$ cat config.mk
export PLATFORM = sky130hd
export DESIGN_NAME = swtrace_unit
export DESIGN_NICKNAME = d
export VERILOG_FILES = /design/src/rtl/swtrace_pkg.sv /design/src/rtl/swtrace_regs.sv /design/src/rtl/swtrace_fifo.sv /design/src/rtl/swtrace_framer.sv /design/src/rtl/swtrace_unit.sv
export SDC_FILE = /design/constraint.sdc
export NUM_CORES = 1
export LEC_CHECK = 0
export BUFFER_PORTS_ARGS = -buffer_cell sky130_fd_sc_hd__buf_2
export CAP_MARGIN = 5
export CORE_MARGIN = 1.5
export CORE_UTILIZATION = 40
export CTS_BUF_LIST = sky130_fd_sc_hd__clkbuf_16
export DETAILED_ROUTE_END_ITERATION = 8
export PLACE_DENSITY = 0.55
export SLEW_MARGIN = 20
export SYNTH_ARGS = -nofsm -noshare
export SYNTH_HDL_FRONTEND = slang
export SYNTH_SLANG_ARGS = --single-unit
export TNS_END_PERCENT = 5
$ cat constraint.sdc
create_clock -name clk -period 7.25 [get_ports clk]
set_input_delay 0.725 -clock clk [delete_from_list [all_inputs] [get_ports clk]]
set_output_delay 0.725 -clock clk [all_outputs]
set_load 0.01 [all_outputs]
$ cat src/rtl/swtrace_pkg.sv
package swtrace_pkg;

  // One queued trace packet, held whole until the framer finishes sending it
  typedef struct packed {
    logic        ovf;        // emit the overflow marker before the header
    logic [4:0]  port;
    logic [1:0]  size_code;  // 1, 2 or 3 -> 1, 2 or 4 payload bytes
    logic [31:0] data;
    logic        has_ts;
    logic [31:0] ts;
  } trace_entry_t;

  localparam int unsigned ENTRY_W = $bits(trace_entry_t);

  localparam logic [7:0]  OVF_MARK   = 8'h70;
  localparam logic [11:0] OFS_ENABLE = 12'hE00;
  localparam logic [11:0] OFS_PRIV   = 12'hE40;
  localparam logic [11:0] OFS_CTRL   = 12'hE80;

endpackage

$ cat src/rtl/swtrace_regs.sv
module swtrace_regs
  import swtrace_pkg::*;
#(
  parameter int unsigned NPORTS  = 32,
  parameter int unsigned NGROUPS = 4
) (
  input  logic                clk,
  input  logic                rst_n,
  input  logic                bus_sel,
  input  logic                bus_wr,
  input  logic [11:0]         bus_addr,
  input  logic [1:0]          bus_size,
  input  logic                bus_priv,
  input  logic [31:0]         bus_wdata,
  input  logic                fifo_full,
  output logic [31:0]         bus_rdata,
  output logic                wr_hit,
  output logic [4:0]          hit_port,
  output logic [NPORTS-1:0]   ter_q,
  output logic [NGROUPS-1:0]  tpr_q,
  output logic [1:0]          ctrl_q
);

  localparam int unsigned PORT_W = $clog2(NPORTS);
  localparam int unsigned GRP_W  = $clog2(NGROUPS);

  logic              stim_sel;
  logic [PORT_W-1:0] port;
  logic [GRP_W-1:0]  grp;
  logic              ter_we, tpr_we, ctrl_we;
  logic [NPORTS-1:0]  ter_d;
  logic [NGROUPS-1:0] tpr_d;
  logic [1:0]         ctrl_d;
  logic               port_live;

  // Address decode
  always_comb begin
    stim_sel  = bus_sel && (bus_addr[11:PORT_W+2] == '0) && (bus_addr[1:0] == 2'b00);
    port      = bus_addr[PORT_W+1:2];
    grp       = port[PORT_W-1 -: GRP_W];
    ter_we    = bus_sel && bus_wr && (bus_addr == OFS_ENABLE);
    tpr_we    = bus_sel && bus_wr && (bus_addr == OFS_PRIV);
    ctrl_we   = bus_sel && bus_wr && (bus_addr == OFS_CTRL);
    port_live = ctrl_q[0] && ter_q[port];
    wr_hit    = stim_sel && bus_wr && (bus_size != 2'b11) && port_live
                && (bus_priv || !tpr_q[grp]);
    hit_port  = 5'(port);
  end

  // Next state of the configuration registers
  always_comb begin
    ter_d  = ter_q;
    tpr_d  = tpr_q;
    ctrl_d = ctrl_q;
    if (ter_we)  ter_d  = bus_wdata[NPORTS-1:0];
    if (tpr_we)  tpr_d  = bus_wdata[NGROUPS-1:0];
    if (ctrl_we) ctrl_d = bus_wdata[1:0];
  end

  always_ff @(posedge clk or negedge rst_n) begin
    if (!rst_n) begin
      ter_q  <= '0;
      tpr_q  <= '0;
      ctrl_q <= '0;
    end else begin
      ter_q  <= ter_d;
      tpr_q  <= tpr_d;
      ctrl_q <= ctrl_d;
    end
  end

  // Read mux
  always_comb begin
    bus_rdata = '0;
    if (bus_sel && !bus_wr) begin
      if (stim_sel)                      bus_rdata = {31'b0, port_live && !fifo_full};
      else if (bus_addr == OFS_ENABLE)   bus_rdata = 32'(ter_q);
      else if (bus_addr == OFS_PRIV)     bus_rdata = 32'(tpr_q);
      else if (bus_addr == OFS_CTRL)     bus_rdata = {30'b0, ctrl_q};
    end
  end

endmodule

$ cat src/rtl/swtrace_fifo.sv
module swtrace_fifo #(
  parameter int unsigned WIDTH = 8,
  parameter int unsigned DEPTH = 8
) (
  input  logic             clk,
  input  logic             rst_n,
  input  logic             push,
  input  logic [WIDTH-1:0] din,
  input  logic             pop,
  output logic [WIDTH-1:0] dout,
  output logic             full,
  output logic             empty
);

  localparam int unsigned AW = $clog2(DEPTH);

  logic [WIDTH-1:0] mem [DEPTH];
  logic [AW-1:0]    wptr_q, wptr_d, rptr_q, rptr_d;
  logic [AW:0]      cnt_q, cnt_d;
  logic             do_push, do_pop;

  always_comb begin
    full    = (cnt_q == (AW+1)'(DEPTH));
    empty   = (cnt_q == '0);
    do_push = push && !full;
    do_pop  = pop && !empty;
    wptr_d  = do_push ? wptr_q + 1'b1 : wptr_q;
    rptr_d  = do_pop  ? rptr_q + 1'b1 : rptr_q;
    cnt_d   = cnt_q;
    if (do_push && !do_pop)      cnt_d = cnt_q + 1'b1;
    else if (do_pop && !do_push) cnt_d = cnt_q - 1'b1;
    dout    = mem[rptr_q];
  end

  always_ff @(posedge clk or negedge rst_n) begin
    if (!rst_n) begin
      wptr_q <= '0;
      rptr_q <= '0;
      cnt_q  <= '0;
    end else begin
      wptr_q <= wptr_d;
      rptr_q <= rptr_d;
      cnt_q  <= cnt_d;
    end
  end

  // Storage carries no reset
  always_ff @(posedge clk) begin
    if (do_push) mem[wptr_q] <= din;
  end

endmodule

$ cat src/rtl/swtrace_framer.sv
module swtrace_framer
  import swtrace_pkg::*;
(
  input  logic         clk,
  input  logic         rst_n,
  input  trace_entry_t head,
  input  logic         empty,
  input  logic         out_ready,
  output logic         pop,
  output logic         out_valid,
  output logic [7:0]   out_data
);

  logic [3:0] idx_q, idx_d;
  logic [3:0] nb, last_idx, rel;
  logic [1:0] dsel, tsel;
  logic       xfer;

  always_comb begin
    nb       = (head.size_code == 2'd3) ? 4'd4 : {2'b00, head.size_code};
    last_idx = {3'b000, head.ovf} + nb + (head.has_ts ? 4'd4 : 4'd0);
    rel      = idx_q - {3'b000, head.ovf};
    dsel     = rel[1:0] - 2'd1;
    tsel     = rel[1:0] - 2'd1 - nb[1:0];

    if (head.ovf && idx_q == 4'd0)  out_data = OVF_MARK;
    else if (rel == 4'd0)           out_data = {head.port, 1'b0, head.size_code};
    else if (rel <= nb)             out_data = head.data[{dsel, 3'b000} +: 8];
    else                            out_data = head.ts[{tsel, 3'b000} +: 8];

    out_valid = !empty;
    xfer      = out_valid && out_ready;
    pop       = xfer && (idx_q == last_idx);
    idx_d     = idx_q;
    if (pop)       idx_d = 4'd0;
    else if (xfer) idx_d = idx_q + 4'd1;
  end

  always_ff @(posedge clk or negedge rst_n) begin
    if (!rst_n) idx_q <= 4'd0;
    else        idx_q <= idx_d;
  end

endmodule

$ cat src/rtl/swtrace_unit.sv
module swtrace_unit
  import swtrace_pkg::*;
#(
  parameter int unsigned NPORTS  = 32,
  parameter int unsigned NGROUPS = 4,
  parameter int unsigned DEPTH   = 8
) (
  input  logic        clk,
  input  logic        rst_n,
  input  logic        bus_sel,
  input  logic        bus_wr,
  input  logic [11:0] bus_addr,
  input  logic [1:0]  bus_size,
  input  logic        bus_priv,
  input  logic [31:0] bus_wdata,
  output logic [31:0] bus_rdata,
  input  logic [31:0] ts_count,
  output logic        out_valid,
  output logic [7:0]  out_data,
  input  logic        out_ready
);

  logic [1:0]         rst_sync_q;
  logic               rst_int_n;
  logic               wr_hit, push_en, fifo_full, fifo_empty, pop;
  logic [4:0]         hit_port;
  logic [NPORTS-1:0]  ter_q;
  logic [NGROUPS-1:0] tpr_q;
  logic [1:0]         ctrl_q;
  logic               ovf_q, ovf_d;
  trace_entry_t       new_entry, head;

  // Reset: asserted asynchronously, released on the clock
  always_ff @(posedge clk or negedge rst_n) begin
    if (!rst_n) rst_sync_q <= 2'b00;
    else        rst_sync_q <= {rst_sync_q[0], 1'b1};
  end
  assign rst_int_n = rst_sync_q[1];

  swtrace_regs #(.NPORTS(NPORTS), .NGROUPS(NGROUPS)) i_regs (
    .clk       (clk),
    .rst_n     (rst_int_n),
    .bus_sel   (bus_sel),
    .bus_wr    (bus_wr),
    .bus_addr  (bus_addr),
    .bus_size  (bus_size),
    .bus_priv  (bus_priv),
    .bus_wdata (bus_wdata),
    .fifo_full (fifo_full),
    .bus_rdata (bus_rdata),
    .wr_hit    (wr_hit),
    .hit_port  (hit_port),
    .ter_q     (ter_q),
    .tpr_q     (tpr_q),
    .ctrl_q    (ctrl_q)
  );

  // Packet build and overflow bookkeeping
  always_comb begin
    push_en             = wr_hit && !fifo_full;
    new_entry.ovf       = ovf_q;
    new_entry.port      = hit_port;
    new_entry.size_code = bus_size + 2'd1;
    new_entry.data      = bus_wdata;
    new_entry.has_ts    = ctrl_q[1];
    new_entry.ts        = ts_count;
    ovf_d = ovf_q;
    if (push_en)                   ovf_d = 1'b0;
    else if (wr_hit && fifo_full)  ovf_d = 1'b1;
  end

  always_ff @(posedge clk or negedge rst_int_n) begin
    if (!rst_int_n) ovf_q <= 1'b0;
    else            ovf_q <= ovf_d;
  end

  swtrace_fifo #(.WIDTH(ENTRY_W), .DEPTH(DEPTH)) i_fifo (
    .clk   (clk),
    .rst_n (rst_int_n),
    .push  (push_en),
    .din   (new_entry),
    .pop   (pop),
    .dout  (head),
    .full  (fifo_full),
    .empty (fifo_empty)
  );

  swtrace_framer i_framer (
    .clk       (clk),
    .rst_n     (rst_int_n),
    .head      (head),
    .empty     (fifo_empty),
    .out_ready (out_ready),
    .pop       (pop),
    .out_valid (out_valid),
    .out_data  (out_data)
  );

endmodule

Yosys cells after proc, flatten, opt, wreduce, memory -nomap -nowiden:

Memories as Yosys holds them, arrays and structs flattened.
Cells that the tools add are included.

* bits in registers: 55
* bits in latches: 0
* RAM bits: 584
* memory bits (read-only): 0
* output and inout bits: 41
* word-level logic and storage cells: 92
* memories kept: 1

* add/sub/neg operators: 11
* $mul: 0
* div/mod/pow operators: 0
* magnitude comparators: 3
* eq/ne operators: 7
* shift-type cells: 2
* multiplexer cells: 22
* bitwise gates (word level): 0
* reduce and logical (&&, ||, !) cells: 37

Memory list
* i_fifo.mem: depth 8, bits a word 73, read ports 1, clocked after Yosys merged registers in 0, write ports 1, RTL line swtrace_fifo.sv:17 `logic [WIDTH-1:0] mem [DEPTH];`

Operators with widths (count)
* two-way mux 32 bit: 4
* variable part select 32 x 6 -> 8 bit: 2
* == test 12 bit (second input constant): 3
* two-way mux 8 bit: 3
* logical AND 1 bit: 22
* two-way mux 4 bit: 4
* zero test 4 bit: 3
* adder 4 x 1 -> 4 bit (second input constant): 2
* adder 3 x 1 -> 3 bit (second input constant): 2
* zero test 1 bit: 6
* less-than comparator 5 x 6 -> 1 bit (second input constant): 1
* two-way mux 1 bit: 6
* two-way mux 3 bit: 2
* nonzero test 2 bit: 3
* binary-select mux 1 bit (select 5 bit): 1
* zero test 5 bit: 1
* adder 1 x 4 -> 4 bit: 1
* adder 4 bit: 1
* == test 4 bit: 1
* == test 4 bit (second input constant): 1
* <= comparator 4 bit: 1
* subtractor 4 x 1 -> 4 bit: 1
* subtractor 4 x 1 -> 4 bit (second input constant): 1
* less-than comparator 2 x 3 -> 1 bit (second input constant): 1
* 9 further kinds: 9

Longest topological paths before layout:

* word-level depth: 13
* mapped depth: 22

Modules after synthesis:

From an unflattened synthesis, not the netlist that was laid out.

* cell total of the unflattened synthesis: 1219
* area, all modules: 26095.0 um^2

By module, submodules not included
* swtrace_fifo: instances 1, cells each 908, area an instance 22556.6 um^2, seq. area each 17787.1 um^2
* swtrace_regs: instances 1, cells each 176, area an instance 2205.9 um^2, seq. area each 950.9 um^2
* swtrace_framer: instances 1, cells each 127, area an instance 1219.9 um^2, seq. area each 100.1 um^2
* swtrace_unit: instances 1, cells each 8, area an instance 112.6 um^2, seq. area each 75.1 um^2

Worst setup path before layout:

Ideal clock, no wire load.

* path type: input to register
* start point: input bus_addr[5]
* end point: memory i_fifo.mem[0][0] (netlist name) (enable)
* setup time: 0.594 ns
* arrival time: 7.190 ns
* data required time: 6.656 ns
* setup slack: -0.534 ns
* stages: 8
* path buffers: 2
* path through: clkbuf_1 mux4_2 nor2b_1 nor3b_1 and4_1 buf_6 nand2b_1 nor3_1

* cells in the longest elaborated chain, start to end: 9
* elaborated cells on any way between the ends: 13
* those cells by class: 6 x mux; 7 x reduce/logical

Ends and longest elaborated chain
* start, declared: RTL line swtrace_unit.sv:12 `input logic [11:0] bus_addr,`
* binary-select mux 1 bit (select 5 bit) or binary-select mux 1 bit (select 2 bit) (tied branches): RTL line swtrace_regs.sv:44, swtrace_regs.sv:46
* two-way mux 1 bit, on equally long branches: RTL line swtrace_regs.sv:44, swtrace_regs.sv:46
* logical AND 1 bit or zero test 1 bit (tied branches): RTL line swtrace_regs.sv:44, swtrace_regs.sv:46
* logical AND 1 bit or logical OR 1 bit (tied branches): RTL line swtrace_regs.sv:45, swtrace_regs.sv:46
* logical AND 1 bit *: RTL line swtrace_regs.sv:46 `&& (bus_priv || !tpr_q[grp]);`
* logical AND 1 bit *: RTL line swtrace_unit.sv:60 `push_en = wr_hit && !fifo_full;`
* logical AND 1 bit *: RTL line swtrace_fifo.sv:25 `do_push = push && !full;`
* net i_fifo.do_push: RTL line swtrace_fifo.sv:20 `logic do_push, do_pop;`
* two-way mux 1 bit *: RTL line swtrace_fifo.sv:49 `if (do_push) mem[wptr_q] <= din;`
* two-way mux 1 bit (implied by the code) *: RTL line swtrace_fifo.sv:49
* end, declared: RTL line swtrace_fifo.sv:17

The timed path passes the listed nets; every way through them passes the cells marked *. The select of a mux whose other input is x is not followed.

Worst setup path in the final report:

* start point: register i_fifo.rptr_q[2]
* end point: output out_data[3]

* cells in the longest elaborated chain, start to end: 8
* elaborated cells on any way between the ends: 14
* those cells by class: 3 x add/sub; 1 x order compare; 1 x eq/ne; 2 x shift; 4 x mux; 2 x reduce/logical; 1 x memory

Ends and longest elaborated chain
* start, declared: RTL line swtrace_fifo.sv:18 `logic [AW-1:0] wptr_q, wptr_d, rptr_q, rptr_d;`
* start signal, assigned: RTL line swtrace_fifo.sv:42 `rptr_q <= rptr_d;`
* memory read (8 x 73 bit) *
* subtractor 4 x 1 -> 4 bit or == test 2 bit (tied branches): RTL line swtrace_framer.sv:22, swtrace_framer.sv:20
* subtractor 2 x 1 -> 2 bit or two-way mux 3 bit (tied branches): RTL line swtrace_framer.sv:23, swtrace_framer.sv:24, swtrace_framer.sv:20
* subtractor 2 bit: RTL line swtrace_framer.sv:24 `tsel = rel[1:0] - 2'd1 - nb[1:0];`
* variable part select 32 x 6 -> 8 bit: RTL line swtrace_framer.sv:29 `else out_data = head.ts[{tsel, 3'b000} +: 8];`
* two-way mux 8 bit: RTL line swtrace_framer.sv:28 `else if (rel <= nb) out_data = head.data[{dsel, 3'b000} +: 8];`
* two-way mux 8 bit: RTL line swtrace_framer.sv:27 `else if (rel == 4'd0) out_data = {head.port, 1'b0, head.size_code};`
* two-way mux 8 bit *: RTL line swtrace_framer.sv:26 `if (head.ovf && idx_q == 4'd0) out_data = OVF_MARK;`
* end, declared: RTL line swtrace_unit.sv:19 `output logic [7:0] out_data,`

Every way passes the cells marked *; elsewhere a longest branch is shown, timed or not.

==> flow_summary.ini <==
[logic_synthesis]
synthFlopType = edfxtp_1
synth_cell_types = 61
ys_seq_area_share_pct = 74.19
synth_edf_count = 584
ys_async_sr_fraction_pct = 8.607
synth_compound_area_share_pct = 2.788
synthesis.nets = 1321
ys_ff_latch = 639
syn_area_um2 = 25490
synth_top_area_cell = edfxtp_1
synth_top_area_share_pct = 68.79
synth_top_family_by_area = multiplexers
synth_xor_area_share_pct = 0.7264
synth.area.mux_share_pct = 16.68
synthAdderAreaFrac_pct = 0.9620
syn_inst = 1218
syn_area_per_cell_um2 = 20.93
synth_area_leaders = edfxtp_1, mux4_2, dfrtp_1
yosys_warnings = 0
synth-simple-area-share_pct = 3.180

[sta]
post-route-period-util_pct = 84.93
fmax_ghz = 0.1624
rsz0062_at_grt = false
finalSetupViolCount = 0
maxSlewHeadroom_pct = 34.46
finalHoldViolations = 0
slew_violations = 0
tightest_slew_ns = 0.9808
min_period_ns = 6.158
fin_skew_ns = 0.01651

[worst_setup_path]
crit_path_end = out_data[3]
crit_path_start_kind = register
crit_path_end_kind = output pin
cp_max_fo = 25
reg2regPathDepth = 19
slowest_delay_ns = 0.97
r2r_setup_slack_ns = 2.02
r2r_start = i_fifo.rptr_q[0]$_DFFE_PN0P_
crit_type = reg2out
crit_start = i_fifo.rptr_q[2]$_DFFE_PN0P_
cp.required_ns = 6.52
slowest_stage = dfrtp_1
cp.arrival_ns = 5.43
crit_chain = clkinv_1 -> mux2_2 -> ha_2 -> buf_4 -> ha_1 -> inv_1 -> or3_1 -> o22ai_1 -> nor4_1 -> o221ai_1 -> a21oi_1 -> buf_2
rr_endpoint = i_fifo.cnt_q[3]$_DFFE_PN0P_

[global_routing]
grt_pass1_vias = 13390
grt.busiest_layer = met2
grt_overflow = 0
grt_max_degree = 74
use_met2_pct = 29.44
grtUsageMet1_pct = 25.88
antenna_found_initial = 3
grt_use_total_pct = 18.39
grt_pass1_wl_um = 88880
use_met3_pct = 3.383

[placement]
gp_congestion = 0.7805
port_buffers = 124
hpwl_um = 35310

[detailed_routing]
dr.pass1.iters = 6
wl_per_cell_um = 25.70
finalWirelength_um = 58710
num_vias = 12530
drc = 0
antenna_left = 0
first_iter_violations = 1053
viasPerCell = 5.486

[power_and_ir_drop]
vdd.ir_drop.worst_mv = 0.1481
p_leak_nw = 9.919
total_power_mw = 7.519
powerDensity_nw_per_um2 = 255.6

[cts]
numCtsBuffers = 69
clk_latency_ns = 0.59
cts_resized = 0
clock_path_buffers = 3
ctsHtreeMaxLevel = 3
clkSinkCount = 639
root_buffer = clkbuf_16
cts_tree = built
path_clk_slew_ns = 0.06

[floorplanning]
ios = 125
start_util_pct = 40.41
die_x_um = 255.5
coreArea_um2 = 63080
die_area_um2 = 65260
die_h_um = 255.5
rows = 92

[hold_path]
min_path_type = reg2reg

[layout]
nets = 1488
drive_gt1_share_pct = 32.38
areaGrowthSynthToFinish_pct = 15.38
final_util_pct = 46.63

[job]
max-cap-violations = 0

[status]
run_status = finished, final reports clean
[routing by layer]
metal  vias to the layer above  routed length, um
met1                      6646              26140
met4                         0               1571
met3                       107               2973
li1                       5415                  -
met5                         -                  0
met2                       362              28020
[layout by cell type (no fill, tap or decap), types with 3 or more instances in the layout]
cell type	synthesis	layout
clkinv_2	0	10
o22ai_1	13	13
mux4_1	7	7
buf_12	0	3
edfxtp_1	584	584
xor2_1	7	7
nor3_1	14	11
nor2_4	0	6
a22oi_1	16	16
or3_1	5	5
dfrtp_1	55	52
clkinv_1	1	15
bufinv_16	0	6
buf_4	11	28
nand3_1	14	14
buf_2	19	124
nand2b_1	5	5
nand2_1	20	20
a221oi_1	13	13
mux2_2	46	46
xnor2_1	11	11
nor2_1	27	21
mux2i_1	12	12
nor2b_1	6	6
ha_1	18	17
and2_1	33	33
mux4_2	151	151
nand4_1	5	5
clkbuf_16	0	73
a22o_1	14	14
nor4_1	3	3
o21ai_0	9	9
nor3b_1	10	10
inv_1	15	32
a21oi_1	8	8
[power breakdown]
| part | total (mW) | internal, mW | switching [mW] |
|---|---|---|---|
| logic | 0.102 | 0.0240 | 0.0776 |
| clock network | 3.40 | 2.02 | 1.37 |
| registers | 4.02 | 4.02 | 0.000641 |
[repair_timing]
item,in CTS,in global routing
hold buffers,1,0
setup endpoints to repair,0,0
setup buffers,0,0
endpoints found under the hold margin,2,0
[worst min path at each step]
stage                                  from                       to  slack (ns)  cells past startpoint
global placement    rst_sync_q[0]$_DFF_PN0_  rst_sync_q[1]$_DFF_PN0_        0.34                      0
finish              rst_sync_q[0]$_DFF_PN0_  rst_sync_q[1]$_DFF_PN0_        0.35                      0
global route        rst_sync_q[0]$_DFF_PN0_  rst_sync_q[1]$_DFF_PN0_        0.36                      0
detailed placement  rst_sync_q[0]$_DFF_PN0_  rst_sync_q[1]$_DFF_PN0_        0.33                      0
CTS                 rst_sync_q[0]$_DFF_PN0_  rst_sync_q[1]$_DFF_PN0_        0.35                      0
floorplan           rst_sync_q[0]$_DFF_PN0_  rst_sync_q[1]$_DFF_PN0_        0.33                      0
[final cells by class]
| class | instances | area, um2 |
|---|---|---|
| diodes | 2 | 5.005 |
| clock buffers | 73 | 1827 |
| clock inverters | 49 | 364.1 |
| fillers | 5374 | 33670 |
| inverters | 16 | 60.06 |
| multi-input cells | 503 | 6276 |
| flip-flops and latches | 639 | 18920 |
| well taps | 846 | 1059 |
| repair buffers | 156 | 900.9 |
[synthesized netlist by cell type (3+ instances only)]
master    count
o22ai_1      13
edfxtp_1    584
xnor2_1      11
inv_1        15
ha_1         18
a21oi_1       8
or3_1         5
buf_1         6
clkbuf_1     21
a22o_1       14
mux2_2       46
o21ai_0       9
nand2b_1      5
a221oi_1     13
nor2_1       27
nor3_1       14
and2_1       33
dfrtp_1      55
mux4_1        7
nand3_1      14
buf_4        11
nand4_1       5
nand2_1      20
mux2i_1      12
nor4_1        3
nor2b_1       6
buf_2        19
buf_6         3
mux4_2      151
xor2_1        7
nor3b_1      10
a22oi_1      16
[logic make-up after synthesis]
family | after synthesis
simple gates | 151
xor+xnor | 19
compound gates | 95
fa+ha+maj | 19
mux | 218
buf+inv | 76
flops | 639
other cells | 1
[metrics by stage]
step | setup slack, ns | hold slack, ns | setup TNS [ns] | instances | cell area (um2)
after floorplan | -0.5299 | 0.3312 | -38.68 | 1218 | 25500
after global placement | 1.613 | 0.3353 | 0 | 2158 | 27190
after detailed placement | 1.599 | 0.3346 | 0 | 2158 | 27190
after CTS | 0.9185 | 0.3476 | 0 | 2281 | 29390
after global routing | 0.5433 | 0.3569 | 0 | 2282 | 29410
final | 1.092 | 0.3462 | 0 | 2284 | 29410
[critical path: cells and delay by family, from the launching register on]
| family | cells | cell delay [ns] |
|---|---|---|
| AO/OA/AOI/OAI | 3 | 0.67 |
| adder cells (fa/ha/maj) | 2 | 0.87 |
| buffers and inverters | 4 | 1.18 |
| flip-flops | 1 | 0.97 |
| multiplexers | 1 | 0.36 |
| AND/OR/NAND/NOR | 2 | 0.77 |
[sequential cells by signal (all words and copies together) (netlist names)]
register and flops:
ovf_q 1, i_fifo.mem 584, i_regs.ctrl_q 2, i_regs.tpr_q 4, rst_sync_q 2, i_fifo.rptr_q 3, i_framer.idx_q 4, i_fifo.wptr_q 3
i_fifo.cnt_q 4, i_regs.ter_q 32
(Power assumes the default switching activity.)
